<file path="config.mk">
export PLATFORM = sky130hd
export DESIGN_NAME = read_priority_wbuf
export DESIGN_NICKNAME = d
export VERILOG_FILES = /design/src/rtl/wbuf_pkg.sv /design/src/rtl/wbuf_store.sv /design/src/rtl/wbuf_arbiter.sv /design/src/rtl/read_priority_wbuf.sv
export SDC_FILE = /design/constraint.sdc
export NUM_CORES = 1
export LEC_CHECK = 0
export BUFFER_PORTS_ARGS = -buffer_cell sky130_fd_sc_hd__buf_2
export CORE_UTILIZATION = 45
export DETAILED_ROUTE_END_ITERATION = 10
export GPL_TIMING_DRIVEN = 1
export PLACE_DENSITY_LB_ADDON = 0.1
export SETUP_SLACK_MARGIN = 0.5
export SYNTH_ARGS = -nofsm -noshare
export SYNTH_HDL_FRONTEND = slang
export SYNTH_SLANG_ARGS = --single-unit
</file>
<file path="constraint.sdc">
create_clock -name clk -period 3.2 [get_ports clk]
set_input_delay 0.32 -clock clk [delete_from_list [all_inputs] [get_ports clk]]
set_output_delay 0.32 -clock clk [all_outputs]
set_load 0.05 [all_outputs]
</file>
<file path="src/rtl/wbuf_pkg.sv">
package wbuf_pkg;
  typedef enum logic [1:0] {
    RD_IDLE  = 2'd0,
    RD_ISSUE = 2'd1,
    RD_WAIT  = 2'd2
  } rd_state_e;
endpackage

</file>
<file path="src/rtl/wbuf_store.sv">
module wbuf_store #(
  parameter int ADDR_W = 16,
  parameter int DATA_W = 32,
  parameter int DEPTH  = 4,
  localparam int PTR_W = $clog2(DEPTH)
) (
  input  logic              clk,
  input  logic              rst,
  input  logic              push,
  input  logic [ADDR_W-1:0] push_addr,
  input  logic [DATA_W-1:0] push_data,
  input  logic              pop,
  input  logic [ADDR_W-1:0] look_addr,
  output logic [PTR_W:0]    count,
  output logic [ADDR_W-1:0] head_addr,
  output logic [DATA_W-1:0] head_data,
  output logic              look_hit,
  output logic [DATA_W-1:0] look_data
);
  logic [ADDR_W-1:0] addr_q [DEPTH];
  logic [DATA_W-1:0] data_q [DEPTH];
  logic [DEPTH-1:0]  vld_q;
  logic [DEPTH-1:0]  match;
  logic [PTR_W-1:0]  wr_ptr, rd_ptr;

  // payload storage carries no reset
  always_ff @(posedge clk) begin
    if (push) begin
      addr_q[wr_ptr] <= push_addr;
      data_q[wr_ptr] <= push_data;
    end
  end

  always_ff @(posedge clk) begin
    if (rst) begin
      vld_q  <= '0;
      wr_ptr <= '0;
      rd_ptr <= '0;
      count  <= '0;
    end else begin
      if (pop) begin
        vld_q[rd_ptr] <= 1'b0;
        rd_ptr        <= rd_ptr + 1'b1;
      end
      if (push) begin
        vld_q[wr_ptr] <= 1'b1;
        wr_ptr        <= wr_ptr + 1'b1;
      end
      case ({push, pop})
        2'b10:   count <= count + 1'b1;
        2'b01:   count <= count - 1'b1;
        default: count <= count;
      endcase
    end
  end

  // one comparator per entry
  for (genvar i = 0; i < DEPTH; i++) begin : g_cmp
    assign match[i] = vld_q[i] && (addr_q[i] == look_addr);
  end

  // walk from oldest to newest; the last match wins
  always_comb begin
    look_hit  = 1'b0;
    look_data = '0;
    for (int k = 0; k < DEPTH; k++) begin
      logic [PTR_W-1:0] idx;
      idx = rd_ptr + PTR_W'(k);
      if (match[idx]) begin
        look_hit  = 1'b1;
        look_data = data_q[idx];
      end
    end
  end

  assign head_addr = addr_q[rd_ptr];
  assign head_data = data_q[rd_ptr];
endmodule

</file>
<file path="src/rtl/wbuf_arbiter.sv">
module wbuf_arbiter
  import wbuf_pkg::*;
#(
  parameter int ADDR_W = 16,
  parameter int DATA_W = 32
) (
  input  logic              clk,
  input  logic              rst,
  input  logic              rd_req_valid,
  input  logic [ADDR_W-1:0] rd_req_addr,
  input  logic              hit,
  input  logic [DATA_W-1:0] hit_data,
  input  logic              q_nonempty,
  input  logic [ADDR_W-1:0] head_addr,
  input  logic [DATA_W-1:0] head_data,
  input  logic              mem_req_ready,
  input  logic              mem_resp_valid,
  input  logic [DATA_W-1:0] mem_resp_data,
  output logic              rd_req_ready,
  output logic              rd_fire,
  output logic              rd_resp_valid,
  output logic [DATA_W-1:0] rd_resp_data,
  output logic              mem_req_valid,
  output logic              mem_req_write,
  output logic [ADDR_W-1:0] mem_req_addr,
  output logic [DATA_W-1:0] mem_req_wdata,
  output logic              pop,
  output logic              rd_issue,
  output logic              rd_wait
);
  rd_state_e         state;
  logic [ADDR_W-1:0] miss_addr;

  assign rd_issue     = (state == RD_ISSUE);
  assign rd_wait      = (state == RD_WAIT);
  assign rd_req_ready = (state == RD_IDLE);
  assign rd_fire      = rd_req_valid && rd_req_ready;

  // a waiting read takes the port ahead of every queued write
  assign mem_req_valid = rd_issue || q_nonempty;
  assign mem_req_write = !rd_issue;
  assign mem_req_addr  = rd_issue ? miss_addr : head_addr;
  assign mem_req_wdata = head_data;
  assign pop           = !rd_issue && q_nonempty && mem_req_ready;

  always_ff @(posedge clk) begin
    if (rst) begin
      state         <= RD_IDLE;
      miss_addr     <= '0;
      rd_resp_valid <= 1'b0;
      rd_resp_data  <= '0;
    end else begin
      rd_resp_valid <= 1'b0;
      case (state)
        RD_IDLE: begin
          if (rd_fire) begin
            if (hit) begin
              rd_resp_valid <= 1'b1;
              rd_resp_data  <= hit_data;
            end else begin
              state     <= RD_ISSUE;
              miss_addr <= rd_req_addr;
            end
          end
        end
        RD_ISSUE: if (mem_req_ready) state <= RD_WAIT;
        RD_WAIT: begin
          if (mem_resp_valid) begin
            state         <= RD_IDLE;
            rd_resp_valid <= 1'b1;
            rd_resp_data  <= mem_resp_data;
          end
        end
        default: state <= RD_IDLE;
      endcase
    end
  end
endmodule

</file>
<file path="src/rtl/read_priority_wbuf.sv">
module read_priority_wbuf #(
  parameter int ADDR_W = 16,
  parameter int DATA_W = 32,
  parameter int DEPTH  = 4,
  localparam int PTR_W = $clog2(DEPTH)
) (
  input  logic              clk,
  input  logic              rst,
  input  logic              wr_valid,
  output logic              wr_ready,
  input  logic [ADDR_W-1:0] wr_addr,
  input  logic [DATA_W-1:0] wr_data,
  input  logic              rd_req_valid,
  output logic              rd_req_ready,
  input  logic [ADDR_W-1:0] rd_req_addr,
  output logic              rd_resp_valid,
  output logic [DATA_W-1:0] rd_resp_data,
  output logic              mem_req_valid,
  input  logic              mem_req_ready,
  output logic              mem_req_write,
  output logic [ADDR_W-1:0] mem_req_addr,
  output logic [DATA_W-1:0] mem_req_wdata,
  input  logic              mem_resp_valid,
  input  logic [DATA_W-1:0] mem_resp_data
);
  logic [PTR_W:0]    fifo_count;
  logic [ADDR_W-1:0] head_addr;
  logic [DATA_W-1:0] head_data;
  logic              store_hit;
  logic [DATA_W-1:0] store_data;
  logic              look_hit;
  logic [DATA_W-1:0] look_data;
  logic              wr_fire, fwd_hit, pop, rd_fire, rd_issue, rd_wait;

  assign wr_ready = (fifo_count != (PTR_W+1)'(DEPTH));
  assign wr_fire  = wr_valid && wr_ready;

  // a write entering this cycle counts as the newest entry
  assign fwd_hit   = wr_fire && (wr_addr == rd_req_addr);
  assign look_hit  = fwd_hit || store_hit;
  assign look_data = fwd_hit ? wr_data : store_data;

  wbuf_store #(.ADDR_W(ADDR_W), .DATA_W(DATA_W), .DEPTH(DEPTH)) u_store (
    .clk       (clk),
    .rst       (rst),
    .push      (wr_fire),
    .push_addr (wr_addr),
    .push_data (wr_data),
    .pop       (pop),
    .look_addr (rd_req_addr),
    .count     (fifo_count),
    .head_addr (head_addr),
    .head_data (head_data),
    .look_hit  (store_hit),
    .look_data (store_data)
  );

  wbuf_arbiter #(.ADDR_W(ADDR_W), .DATA_W(DATA_W)) u_arb (
    .clk            (clk),
    .rst            (rst),
    .rd_req_valid   (rd_req_valid),
    .rd_req_addr    (rd_req_addr),
    .hit            (look_hit),
    .hit_data       (look_data),
    .q_nonempty     (fifo_count != '0),
    .head_addr      (head_addr),
    .head_data      (head_data),
    .mem_req_ready  (mem_req_ready),
    .mem_resp_valid (mem_resp_valid),
    .mem_resp_data  (mem_resp_data),
    .rd_req_ready   (rd_req_ready),
    .rd_fire        (rd_fire),
    .rd_resp_valid  (rd_resp_valid),
    .rd_resp_data   (rd_resp_data),
    .mem_req_valid  (mem_req_valid),
    .mem_req_write  (mem_req_write),
    .mem_req_addr   (mem_req_addr),
    .mem_req_wdata  (mem_req_wdata),
    .pop            (pop),
    .rd_issue       (rd_issue),
    .rd_wait        (rd_wait)
  );
endmodule

</file>
Word-level counts from Yosys, hierarchy flattened --
Memories as Yosys holds them, arrays and structs flattened. A register that Yosys moved wholly into a read port is not among the register bits. Cells that the tools add are included.
Cells by class: order comparisons 7, reductions and logical operators 21, eq/ne operators 15, muxes and demuxes 45, add/subtract/negate cells 6, bitwise operators 4
Operators by type and width (count):
- two-way mux 32 bit | 8
- equality test 16 bit | 5
- case mux 32 bit (2 select lines) | 1
- two-way mux 16 bit | 1
- two-way mux 2 bit | 8
- less-than comparator 2 x 3 -> 1 bit, second input constant | 5
- two-way mux 1 bit | 15
- two-way mux 4 bit | 3
- logical AND 1 bit | 11
- != test 2 bit, second input constant | 5
- binary-select mux 1 bit (select 2 bit) | 4
- AND reduction 4 bit | 2
- case mux 2 bit (3 select lines) | 1
- case mux 3 bit (2 select lines) | 1
- adder 2 x 1 -> 2 bit, second input constant | 2
- adder 2 bit, second input constant | 2
- AND 4 bit | 1
- demux 1 bit (select 2 bit) | 2
- equality test 2 x 1 -> 1 bit, second input constant | 2
- equality test 2 bit, second input constant | 2
- greater-or-equal comparator 2 x 1 -> 1 bit, second input constant | 2
- NOT 4 bit | 1
- bitwise OR 4 bit | 1
- nonzero test 2 bit | 2
- other kinds (10) | 11
Word-level totals: input bits 102, memories 2, output and inout port bits 85, logic and storage cells 108, flip-flop bits (word level) 62, bits in writable memories 192
Memory list:
- u_store.data_q | depth 4, width 32, rd ports 4, clocked after memory_dff 1, write ports 1, line wbuf_store.sv:21 | logic [DATA_W-1:0] data_q [DEPTH];
- u_store.addr_q | depth 4, width 16, rd ports 5, clocked after memory_dff 1, write ports 1, line wbuf_store.sv:20 | logic [ADDR_W-1:0] addr_q [DEPTH];

Depth between registers and ports, before layout --
Gate-level depths: netlist of run 1.
word-level depth 12, mapped depth 13, mapped depth without buffers 10

By module --
Synthesis of run 1 repeated with hierarchy kept, for this count alone.
Second synthesis, totals: cell total of the unflattened synthesis 1167, area, all modules 14966.9 um^2
Modules (own cells, without submodules):
- wbuf_store | cells each 743, area an instance 11541.1 um^2, instances 1
- wbuf_arbiter | cells each 361, area an instance 2675.1 um^2, instances 1
- read_priority_wbuf | cells each 63, area an instance 750.7 um^2, instances 1

Worst setup path after synthesis of run 1 --
No wires, ideal clock.
kind reg2reg, start point reg u_store.rd_ptr[1], end point reg u_arb.rd_resp_data[0], buffers on the path 6, arrival 2781 ps, setup slack 297 ps, cell stages (with the launch flop) 13, required time 3077 ps, cells stage by stage dfxtp_1 > buf_2 > inv_1 > clkbuf_1 > ha_1 > buf_2 > buf_4 > buf_4 > clkbuf_1 > mux2i_1 > o211ai_2 > a32oi_1 > o21ai_1
Between the ends: cells in the longest elaborated chain, start to end 10, elaborated cells on any way between the ends 27, those cells by class add/sub (3); eq/ne (1); mux (20); reduce/logical (2); memory (1)
Ends and longest elaborated chain:
- start: declaration | line wbuf_store.sv:24 | logic [PTR_W-1:0] wr_ptr, rd_ptr;
- start signal: assignment | line wbuf_store.sv:43 | rd_ptr <= rd_ptr + 1'b1;
- adder 2 x 1 -> 2 bit or binary-select mux 1 bit (select 2 bit) (tied branches) | line wbuf_store.sv:68, wbuf_store.sv:69
- binary-select mux 1 bit (select 2 bit) or two-way mux 1 bit (tied branches) | line wbuf_store.sv:69 | if (match[idx]) begin
- two-way mux 1 bit (not written as such) or two-way mux 32 bit (tied branches) | line wbuf_store.sv:69
- two-way mux 32 bit (3 in series) | line wbuf_store.sv:69
- two-way mux 32 bit | line read_priority_wbuf.sv:41 | assign look_data = fwd_hit ? wr_data : store_data;
- two-way mux 32 bit | line wbuf_arbiter.sv:57 | if (hit) begin
- two-way mux 32 bit | line wbuf_arbiter.sv:56 | if (rd_fire) begin
- case mux 32 bit (2 select lines) | line wbuf_arbiter.sv:54 | case (state)
- end signal: assignment | line wbuf_arbiter.sv:59 | rd_resp_data <= hit_data;
- end signal: assignment | line wbuf_arbiter.sv:71 | rd_resp_data <= mem_resp_data;
- end: declaration | line wbuf_arbiter.sv:22 | output logic [DATA_W-1:0] rd_resp_data,
Parallel ways exist; a longest one is shown, timed or not. The select of a mux whose other input is x is not followed. A chain may end at the register's enable or synchronous reset.

==> reports/results.txt, run 1 <==
result of the run = finished, final reports clean
clock tree skew after final layout = 13.97 ps
routability congestion estimate from global placement = 0.9209
HPWL after DPL = 32.17 mm
net switching power = 4.747 mW
vertical die dimension = 189.5 µm
final setup vio count = 0
sequential area share after synthesis = 44.55%
post-synthesis cell area = 15820 µm²
final critical-path required period = 2656 ps
number of primary I/O pins = 187
H-Tree Level Count = 1
distinct cell type count after synthesis = 51
Horiz. Die Dim = 189.5 µm
post-synth net total = 1448
GRT Overall Usage = 27.97%
ranking of synthesized cells by area = sky130_fd_sc_hd__edfxtp_1 36%, sky130_fd_sc_hd__mux2i_1 9.3%, sky130_fd_sc_hd__dfxtp_1 8.1%
via count of the first global-routing pass = 12.54k
Register Area = 7059 µm²
reg-to-reg endpoint = u_arb.rd_resp_data[1]
worst slew margin relative to its limit = 27.37%
maximum vdd ir drop = 0.5156 mV
EDFF count, synth = 192
depth of the worst register-to-register path = 9
Area Growth Syn to Fin = 18.18%
Starting Density = 45.79%
unrepaired setup endpoints after global routing = true
DR top layer = met5
Hold Vio Cnt, Final = 0
global-route wire length before repair = 76.44 mm
Mapped Avg Cell Area = 11.84 µm²
largest net degree at the start of global routing = 130
r2r startpoint = u_store.addr_q[0][5]
Tightest Hold Check Type = input pin to flip-flop
post-detailed-route DRC marker count = 0
part of the cycle the worst path needs = 82.99%
worst slew pin tran = 1089 ps
worst path required time = 2880 ps
most frequently used cell type in the post-synthesis netlist = sky130_fd_sc_hd__edfxtp_1
Flop pwr share = 32.9%
fill count = 3063
post-detailed-route via-to-cell ratio = 6.468
leakage power of the design = 6.310 nW
Die Footprint = 35910 µm²
cell depth of the worst hold path = 1
Site Rows = 68
Clock Root Buffer = sky130_fd_sc_hd__clkbuf_16
Routed Wire Length = 52.07 mm
cell area reported after detailed placement = 17210 µm²
met2 wirelength from detailed routing = 24.81 mm
top-area cell type share of the netlist area = 36.45%
CP Max Fanout = 11
met1 layer wirelength in the final routing = 22.18 mm
cell-internal power = 7.828 mW
endpoint of the worst hold-timing path = u_store.addr_q[1][12]
multi-input combinational cell area = 8237 µm²
number of port buffers = 186
number of clock sinks = 256
post-synthesis cell count = 1336
TritonCTS Buffers = 30
initial drt markers = 1131
critical path data arrival time = 2340 ps
worst setup path category = flip-flop to output pin
Clk pin slew, worst setup/hold paths = 60 ps
Pre-antenna DRT Iters = 5
Pwr per Cell Area = 672.6 nW/µm²
combinational share of power = 39.5%
fmax = 376.6 MHz
max-cap check violation count = 0
largest area contributor in the synthesized netlist = sky130_fd_sc_hd__edfxtp_1
final setup TNS = 0 ps
Post-synth ARST share = 0%
leading register cell type out of synthesis = sky130_fd_sc_hd__edfxtp_1
Post-Layout Inst Area = 18700 µm²
TritonCTS clock tree = done
proportion of layout cells with a drive suffix above 1 = 30.79%
number of synthesis warnings = 0
most numerous cell types in the synthesized netlist = 192 x sky130_fd_sc_hd__edfxtp_1, 147 x sky130_fd_sc_hd__mux2i_1, 100 x sky130_fd_sc_hd__nor2_1, 72 x sky130_fd_sc_hd__a21oi_1, 70 x sky130_fd_sc_hd__clkbuf_1
worst setup slack for register-to-register paths = 580 ps
Routed WL per cell = 26.32 µm
endpoint kind of the worst setup timing path = output pin
total number of nets in the final design = 1612
total of flip-flops plus latches after synthesis = 256
overall via count from detail_route = 12.79k
diode count = 0
share of total power in the clock network = 27.6%
initial antenna violation count = 1
clock tree buffer depth = 3
latest clock arrival within the worst-skew pair = 550 ps
number of max-slew violations in the final report = 0
number of nets still failing antenna checks after routing = 0
detailed-routed wire length on met3 = 3.825 mm
HP Start = wr_addr[12]
net switching share of the total power = 37.75%
overflow left after global routing = 0
crit path launch type = flip-flop
standard cell core area = 34540 µm²
[how the worst max path moves through the flow]
| stage | slack [ps] | start | endpoint | cells after the start |
|---|---|---|---|---|
| 3_5_place_dp | 260 | rd_req_addr[6] | u_arb.rd_resp_data[18] | 10 |
| 5_1_grt | 480 | u_store.addr_q[0][5] | u_arb.rd_resp_data[6] | 9 |
| 2_1_floorplan | 450 | u_store.rd_ptr[1] | u_arb.rd_resp_data[0] | 12 |
| 6_report | 540 | flip-flop | mem_req_wdata[25] | 4 |
| 4_1_cts | 510 | u_store.addr_q[1][12] | u_arb.rd_resp_data[28] | 9 |
| 3_3_place_gp | 320 | rd_req_addr[4] | u_arb.rd_resp_data[18] | 10 |
[cells by family (layout without fill, tap and decap cells)]
group	after synthesis	count (layout)	share of synthesized area, %
adders and majority gates	10	10	0.8384
buffers and inverters	145	331	5.070
muxes	243	243	19.55
xor gates and xnor gates	84	84	5.173
DFF	256	256	44.55
and+or+nand+nor	286	286	9.650
AOI/OAI and AO/OA	312	313	15.17
[stage by stage]
| stage | hold slack (ps) | setup WS [ps] | utilization, % | std cells | power, mW |
|---|---|---|---|---|---|
| after floorplan | 418.9 | 445.6 | - | 1336 | 7.778 |
| after global placement | 448.1 | 315.1 | 49.81 | 1897 | 8.921 |
| after detailed placement | 456.7 | 262.8 | 49.81 | 1897 | 8.958 |
| after CTS | 1.383 | 510.5 | 53.48 | 1976 | 12.49 |
| after global routing | 6.359 | 476.4 | 54.12 | 1978 | 13.02 |
| final | 18.81 | 544.3 | 54.12 | 1978 | 12.57 |
[layer usage]
metal	vias up	track usage (%)
li1	5684	-
met1	6386	38.38
met2	607	45.58
met3	114	4.004
met4	2	8.778
met5	-	0
[power groups by stage]
stage / combinational (mW) / clock, mW / sequential [mW]
2_1_floorplan: 3.66 / 0 / 4.12
3_3_place_gp: 4.68 / 0 / 4.24
3_5_place_dp: 4.71 / 0 / 4.25
4_1_cts: 4.83 / 3.52 / 4.13
5_1_grt: 5.23 / 3.63 / 4.17
6_report: 4.97 / 3.47 / 4.14
[worst max-delay path, cell delays in order (launching register included)]
cell	delay, ps
sky130_fd_sc_hd__dfxtp_2	600
sky130_fd_sc_hd__buf_4	280
sky130_fd_sc_hd__buf_4	260
sky130_fd_sc_hd__mux4_2	390
sky130_fd_sc_hd__buf_2	240
[flip-flops by register name (all words and copies together), names as in the netlist, named ones only]
register and cells:
u_arb.rd_resp_data 32, u_store.wr_ptr 2, u_store.vld_q 4, u_store.count 3
u_store.data_q 128, u_store.rd_ptr 2, u_store.addr_q 64, u_arb.state 2
u_arb.rd_resp_valid 1, u_arb.miss_addr 16
[what timing repair did]
item | in CTS | in global routing
setup endpoints to repair | 51 | 32
setup buffers | 4 | 0
cloned | 0 | 2
gates resized for setup | 1 | 27
pin swaps | 1 | 1
hold buffers | 20 | 0
endpoints found under the hold margin | 73 | 0
[placed cells by master (no fill, tap or decap), drive strengths merged, types with 11 or more instances in the layout]
| cell type | n |
|---|---|
| a211oi | 33 |
| mux4 | 48 |
| xnor2 | 70 |
| buf | 246 |
| mux2 | 48 |
| clkinv | 11 |
| o311ai | 32 |
| a21oi | 72 |
| mux2i | 147 |
| o211ai | 32 |
| xor2 | 14 |
| or4 | 32 |
| and2 | 31 |
| nand4 | 24 |
| a32oi | 68 |
| o21ai | 33 |
| clkbuf | 42 |
| nand3 | 43 |
| edfxtp | 192 |
| o2111ai | 32 |
| dfxtp | 64 |
| dlygate4sd3 | 20 |
| nand2 | 17 |
| nor2 | 100 |
[area by class of cell]
class / count / share of cell area, %
Sequential cell: 256 / 37.76
Timing Repair Buffer: 267 / 9.590
Tap cell: 455 / 3.045
Multi-Input combinational cell: 936 / 44.06
Clock buffer: 41 / 4.618
Clock inverter: 14 / 0.7496
Inverter: 9 / 0.1807
Power figures use the tool's default switching activity.
==> run 2, diff against run 1 <==
==> constraint.sdc (replaced) <==
create_clock -name clk -period 2.3 [get_ports clk]
set_input_delay 0.23 -clock clk [delete_from_list [all_inputs] [get_ports clk]]
set_output_delay 0.23 -clock clk [all_outputs]
set_load 0.05 [all_outputs]
==> run 2 against run 1 <==
Compared with the run above:
- the run now ends with negative setup slack left
- utilization grew 8.2 points
- count of clock-buffer cells in the layout grew 6
- flip-flop and latch count is the same
- cell count grew 8.1%
- wire length grew 7.5%
- first-iteration DRC count grew 25%
- highest routed layer is now met4
==> reports/results.txt, run 2 (synthesis gave the netlist of run 1 again) <==
post-detailed-route DRC marker count = 0
number of nets still failing antenna checks after routing = 0
Area Growth Syn to Fin = 36.15%
registers with the highest flip-flop counts = u_store.data_q (128), u_store.addr_q (64), u_arb.rd_resp_data (32)
global-route wire length before repair = 82.38 mm
via count of the first global-routing pass = 13.25k
initial antenna violation count = 1
Site Rows = 68
final setup slack of the worst path = -253.4 ps
largest net degree at the start of global routing = 151
fill count = 2734
HPWL after DPL = 33.07 mm
post-detailed-route via-to-cell ratio = 6.370
leakage power of the design = 7.651 nW
endpoint kind of the worst setup timing path = flip-flop
DR top layer = met4
Starting Density = 45.79%
worst setup path category = flip-flop to flip-flop
H-Tree Level Count = 1
part of the cycle the worst path needs = 111.0%
clock tree skew after final layout = 8.543 ps
met1 layer wirelength in the final routing = 23.18 mm
detailed-routed wire length on met3 = 4.747 mm
most common cell after layout, fill and taps aside = sky130_fd_sc_hd__edfxtp_1
most flop-heavy register = u_store.data_q
initial drt markers = 1419
non-filler cells in the finished layout = 2138
worst path required time = 2790 ps
failing checks = negative setup slack
max-cap check violation count = 0
reg-to-reg endpoint = u_arb.rd_resp_data[21]
worst setup slack for register-to-register paths = -250 ps
unrepaired setup endpoints after global routing = true
Routed Wire Length = 55.95 mm
fmax = 391.6 MHz
r2r startpoint = u_store.addr_q[1][11]
final setup vio count = 87
Clock Root Buffer = sky130_fd_sc_hd__clkbuf_16
routability congestion estimate from global placement = 0.9149
Critical-path top delay cell = sky130_fd_sc_hd__edfxtp_1
Horiz. Die Dim = 189.5 µm
worst setup slack before clock tree synthesis = -517.2 ps
Post-Layout Inst Area = 21540 µm²
Clk pin slew, worst setup/hold paths = 60 ps
TritonCTS Buffers = 31
commonest cells after routing, fill and taps aside = 192 x sky130_fd_sc_hd__edfxtp_1, 145 x sky130_fd_sc_hd__mux2i_1, 135 x sky130_fd_sc_hd__buf_2, 106 x sky130_fd_sc_hd__buf_4, 97 x sky130_fd_sc_hd__nor2_1
cell depth of the worst hold path = 2
worst slew pin tran = 676.5 ps
Routed WL per cell = 26.17 µm
Tightest Hold Check Type = input pin to flip-flop
number of clock sinks = 256
Pre-antenna DRT Iters = 5
crit path launch type = flip-flop
GRT Overall Usage = 30.40%
standard cell core area = 34540 µm²
proportion of layout cells with a drive suffix above 1 = 39.74%
cell type with the highest occurrence count on the critical path = sky130_fd_sc_hd__buf_4
Die Footprint = 35910 µm²
clock tree buffer depth = 3
overflow left after global routing = 0
depth of the worst register-to-register path = 10
Largest register FFs = 128
vertical die dimension = 189.5 µm
critical path's largest stage delay = 430 ps
TritonCTS clock tree = done
total number of nets in the final design = 1769
cell breakdown of the critical path = xnor2_2, buf_4, nand4_1, nor4_2, a22o_1, o311a_4, a21o_4, buf_4, o2111ai_1, o21ai_1
CP Max Fanout = 12
overall via count from detail_route = 13.62k
result of the run = complete, but fails checks
latest clock arrival within the worst-skew pair = 560 ps
number of primary I/O pins = 187
critical path data arrival time = 3040 ps
cell area reported after detailed placement = 18160 µm²
post-route core utilization = 62.35%
count of placed standard cells including taps = 1964
capture point of the worst path = u_arb.rd_resp_data[21]
Hold Vio Cnt, Final = 0
met2 wirelength from detailed routing = 26.14 mm
number of max-slew violations in the final report = 0
launching element of the worst setup path = u_store.addr_q[1][11]
Pwr per Cell Area = 889.4 nW/µm²
final critical-path required period = 2553 ps
number of port buffers = 186
maximum vdd ir drop = 0.7217 mV
worst slew margin relative to its limit = 54.90%
-- run 2: cell count changes in the layout (fill, tap and decap cells not counted), moves of 16 or more --
cell and change:
sky130_fd_sc_hd__xnor2_1 -19, sky130_fd_sc_hd__o311ai_1 +21, sky130_fd_sc_hd__buf_8 +20, sky130_fd_sc_hd__mux2_4 +16, sky130_fd_sc_hd__buf_4 +61, sky130_fd_sc_hd__buf_12 +29
sky130_fd_sc_hd__buf_2 -51, sky130_fd_sc_hd__mux2_2 -16, sky130_fd_sc_hd__xnor2_2 +19, sky130_fd_sc_hd__dlygate4sd3_1 +25, sky130_fd_sc_hd__buf_6 +57, sky130_fd_sc_hd__o311ai_0 -24
-- run 2: repair_timing --
item,in CTS,in global routing
cloned,12,4
resized for setup,240,55
buffers inserted,39,15
hold endpoints to repair,177,0
hold buffers,45,0
pin swaps,18,18
setup endpoints to repair,104,104
-- run 2: layout make-up --
type,count,area (µm²),share of cell area (%)
inverters,9,38.79,0.1801
multi-input cells,935,8743,40.60
repair buffers,424,4187,19.44
well taps,455,569.3,2.643
flip-flops and latches,256,7071,32.83
clock inverters,10,67.56,0.3137
clock buffers,47,855.8,3.974
diodes,2,5.005,0.02324
-- run 2: report_power, final --
group	internal, mW	switching (mW)	total (mW)
clock	2.64	1.87	4.52
combinational	3.98	4.88	8.86
sequential	5.43	0.344	5.78
-- run 2: how the worst min path moves through the flow --
stage,start,endpoint,slack (ps)
finish,wr_addr[8],u_store.addr_q[0][8],20
global route,wr_addr[10],u_store.addr_q[0][10],6
CTS,wr_addr[6],u_store.addr_q[0][6],2
detailed placement,u_arb.rd_resp_data[6],u_arb.rd_resp_data[6],460
global placement,u_arb.rd_resp_data[22],u_arb.rd_resp_data[22],450
floorplan,wr_addr[0],u_store.addr_q[0][0],330
-- run 2: critical path, delay by kind of cell, from the launching register on --
kind | cells | cell delay (ps)
compound gates | 5 | 1000
xor+xnor | 1 | 220
buf+inv | 2 | 360
flops | 1 | 430
simple gates | 2 | 450
-- run 2: per-layer routing --
metal / vias up / global-route usage, %
li1: 5996 / -
met1: 6783 / 41.65
met2: 702 / 49.31
met3: 137 / 4.467
met4: 0 / 10.08
met5: - / 0
-- run 2: metrics by stage --
| stage | setup TNS [ps] | power, mW | hold slack [ps] |
|---|---|---|---|
| 2_1_floorplan | 0 | 11.19 | 328.9 |
| 3_3_place_gp | -22900 | 12.87 | 454.5 |
| 3_5_place_dp | -21700 | 12.93 | 461.3 |
| 4_1_cts | -6620 | 18.92 | 1.598 |
| 5_1_grt | -19520 | 19.82 | 5.574 |
| 6_report | -13370 | 19.16 | 21.27 |
==> run 3, diff against run 2 <==
--- a/config.mk
+++ b/config.mk
@@ -9,6 +9,7 @@
 export CORE_UTILIZATION = 45
 export DETAILED_ROUTE_END_ITERATION = 10
 export GPL_TIMING_DRIVEN = 1
+export HOLD_SLACK_MARGIN = 0.05
 export PLACE_DENSITY_LB_ADDON = 0.1
 export SETUP_SLACK_MARGIN = 0.5
 export SYNTH_ARGS = -nofsm -noshare
==> run 3 against run 2 <==
Compared with the run above:
- the run still ends with negative setup slack left
- hold slack gained 53 ps
- utilization grew 1.6 points
- via count grew 1.8%
- setup slack lost 27 ps
- die area is the same
- highest routed layer is now met5
==> reports/results.txt, run 3 (synthesis gave the netlist of run 1 again) <==
TritonCTS Buffers = 31
critical path data arrival time = 3080 ps
standard cell core area = 34540 µm²
Tightest Hold Check Type = input pin to flip-flop
depth of the worst register-to-register path = 10
number of max-slew violations in the final report = 0
failing checks = negative setup slack
maximum vdd ir drop = 0.8101 mV
Clk pin slew, worst setup/hold paths = 60 ps
Critical-path top delay cell = sky130_fd_sc_hd__edfxtp_1
max-cap check violation count = 0
fmax = 387.6 MHz
Largest register FFs = 128
final critical-path required period = 2580 ps
combinational share of power = 46.5%
largest net degree at the start of global routing = 151
number of primary I/O pins = 187
initial antenna violation count = 2
Die Footprint = 35910 µm²
part of the cycle the worst path needs = 112.2%
final setup TNS = -15930 ps
final setup slack of the worst path = -280.3 ps
Horiz. Die Dim = 189.5 µm
H-Tree Level Count = 1
Clock Root Buffer = sky130_fd_sc_hd__clkbuf_16
non-filler cells in the finished layout = 2180
unrepaired setup endpoints after global routing = true
result of the run = complete, but fails checks
overflow left after global routing = 0
global-route wire length before repair = 82.79 mm
leakage power of the design = 7.867 nW
Routed WL per cell = 26.15 µm
HPWL after DPL = 33.07 mm
Routed Wire Length = 57.01 mm
most common cell after layout, fill and taps aside = sky130_fd_sc_hd__edfxtp_1
GRT Overall Usage = 30.50%
worst setup path category = flip-flop to flip-flop
endpoint kind of the worst setup timing path = flip-flop
clock tree buffer depth = 3
cell breakdown of the critical path = xnor2_2, nand4_1, nor4_4, a22o_1, o311a_4, a21o_4, buf_12, buf_8, o2111ai_1, o21ai_1
via count of the first global-routing pass = 13.43k
worst slew pin tran = 685.6 ps
most flop-heavy register = u_store.data_q
Crit. path cell count = 10
Hold Vio Cnt, Final = 0
Area Growth Syn to Fin = 39.59%
number of clock sinks = 256
routability congestion estimate from global placement = 0.9149
Pre-antenna DRT Iters = 5
worst slew margin relative to its limit = 54.29%
worst path required time = 2800 ps
cell depth of the worst hold path = 3
count of placed standard cells including taps = 1964
total number of nets in the final design = 1812
commonest cells after routing, fill and taps aside = 192 x sky130_fd_sc_hd__edfxtp_1, 145 x sky130_fd_sc_hd__mux2i_1, 136 x sky130_fd_sc_hd__buf_2, 107 x sky130_fd_sc_hd__buf_4, 99 x sky130_fd_sc_hd__nor2_1
r2r startpoint = u_store.addr_q[0][2]
clock tree skew after final layout = 9.438 ps
CP Max Fanout = 12
post-detailed-route DRC marker count = 0
vertical die dimension = 189.5 µm
initial drt markers = 1406
Register Area = 7071 µm²
Site Rows = 68
number of nets still failing antenna checks after routing = 0
post-detailed-route via-to-cell ratio = 6.361
fill count = 2674
latest clock arrival within the worst-skew pair = 560 ps
Pwr per Cell Area = 872.3 nW/µm²
number of port buffers = 186
registers with the highest flip-flop counts = u_store.data_q (128), u_store.addr_q (64), u_arb.rd_resp_data (32)
TritonCTS clock tree = done
multi-input combinational cell area = 8802 µm²
final setup vio count = 88
launching element of the worst setup path = u_store.addr_q[0][2]
cell-internal power = 12.12 mW
net switching share of the total power = 37.07%
crit path launch type = flip-flop
Flop pwr share = 30.0%
Buf/Inv on CP = 2
net switching power = 7.141 mW
share of total power in the clock network = 23.5%
Starting Density = 45.79%
critical path's largest stage delay = 430 ps
HP Start = mem_resp_data[15]
proportion of layout cells with a drive suffix above 1 = 39.79%
overall via count from detail_route = 13.87k
kind of cell adding the most delay to the critical path = compound AO/OA/AOI/OAI gates
## run 3: changes by cell type in the layout (fill, tap and decap cells not counted), moves of 2 or more
cell	delta
sky130_fd_sc_hd__a21oi_1	-6
sky130_fd_sc_hd__o2111ai_1	-6
sky130_fd_sc_hd__buf_12	+3
sky130_fd_sc_hd__a21oi_2	+6
sky130_fd_sc_hd__buf_6	+3
sky130_fd_sc_hd__nor2_2	-2
sky130_fd_sc_hd__dlygate4sd3_1	+34
sky130_fd_sc_hd__o2111ai_2	+5
sky130_fd_sc_hd__o311ai_2	-3
sky130_fd_sc_hd__nor2_1	+2
sky130_fd_sc_hd__o311ai_0	+2
sky130_fd_sc_hd__clkbuf_16	+2
## run 3: area by class of cell
class | instances | share of cell area (%)
multi-input cells | 935 | 39.86
diodes | 1 | 0.01133
clock inverters | 10 | 0.3060
clock buffers | 47 | 3.876
flip-flops and latches | 256 | 32.02
well taps | 455 | 2.578
inverters | 9 | 0.1756
repair buffers | 467 | 21.17
## run 3: layer usage
metal | GRT usage, % | routed length, µm | vias up
li1 | - | - | 6081
met1 | 41.65 | 23490 | 6927
met2 | 49.61 | 26700 | 714
met3 | 4.486 | 4827 | 143
met4 | 10.20 | 1977 | 2
met5 | 0 | 13 | -
## run 3: tightest hold or removal path, delay by kind of cell
| kind | cells | cell delay, ps |
|---|---|---|
| compound gates | 2 | 240 |
| buf+inv | 1 | 130 |
## run 3: final timing paths
path | to | slack [ps]
worst max-delay path | u_arb.rd_resp_data[21] | -280
worst min-delay path | u_arb.rd_resp_data[15] | 70
worst max register to register | u_arb.rd_resp_data[21] | -280
worst min register to register | u_arb.rd_resp_data[28] | 480
## run 3: what timing repair did
| item | CTS | global route |
|---|---|---|
| endpoints found under the setup margin | 104 | 104 |
| cloned | 12 | 6 |
| pin swaps | 18 | 25 |
| gates resized for setup | 240 | 65 |
| buffers inserted | 39 | 22 |
| endpoints found under the hold margin | 223 | 0 |
| hold buffers | 79 | 0 |
## run 3: metrics by stage
step                      hold slack (ps)  setup slack [ps]  cell area (µm²)  util, %  total power, mW
after floorplan                     328.9             15.82            16130        -            11.19
after CTS                           51.17            -172.8            21440    62.06            18.97
after global placement              454.5            -568.7            18160    52.56            12.87
final                               74.36            -280.3            22080    63.93            19.26
after global routing                60.19            -416.7            22080    63.92            19.93
after detailed placement            461.3            -517.2            18160    52.56            12.93
## run 3: power groups by stage
stage,logic (mW),clock network (mW),registers [mW]
finish,8.95,4.53,5.78
global route,9.33,4.77,5.82
CTS,8.63,4.59,5.75
detailed placement,7.12,0,5.81
global placement,7.08,0,5.79
floorplan,5.46,0,5.73
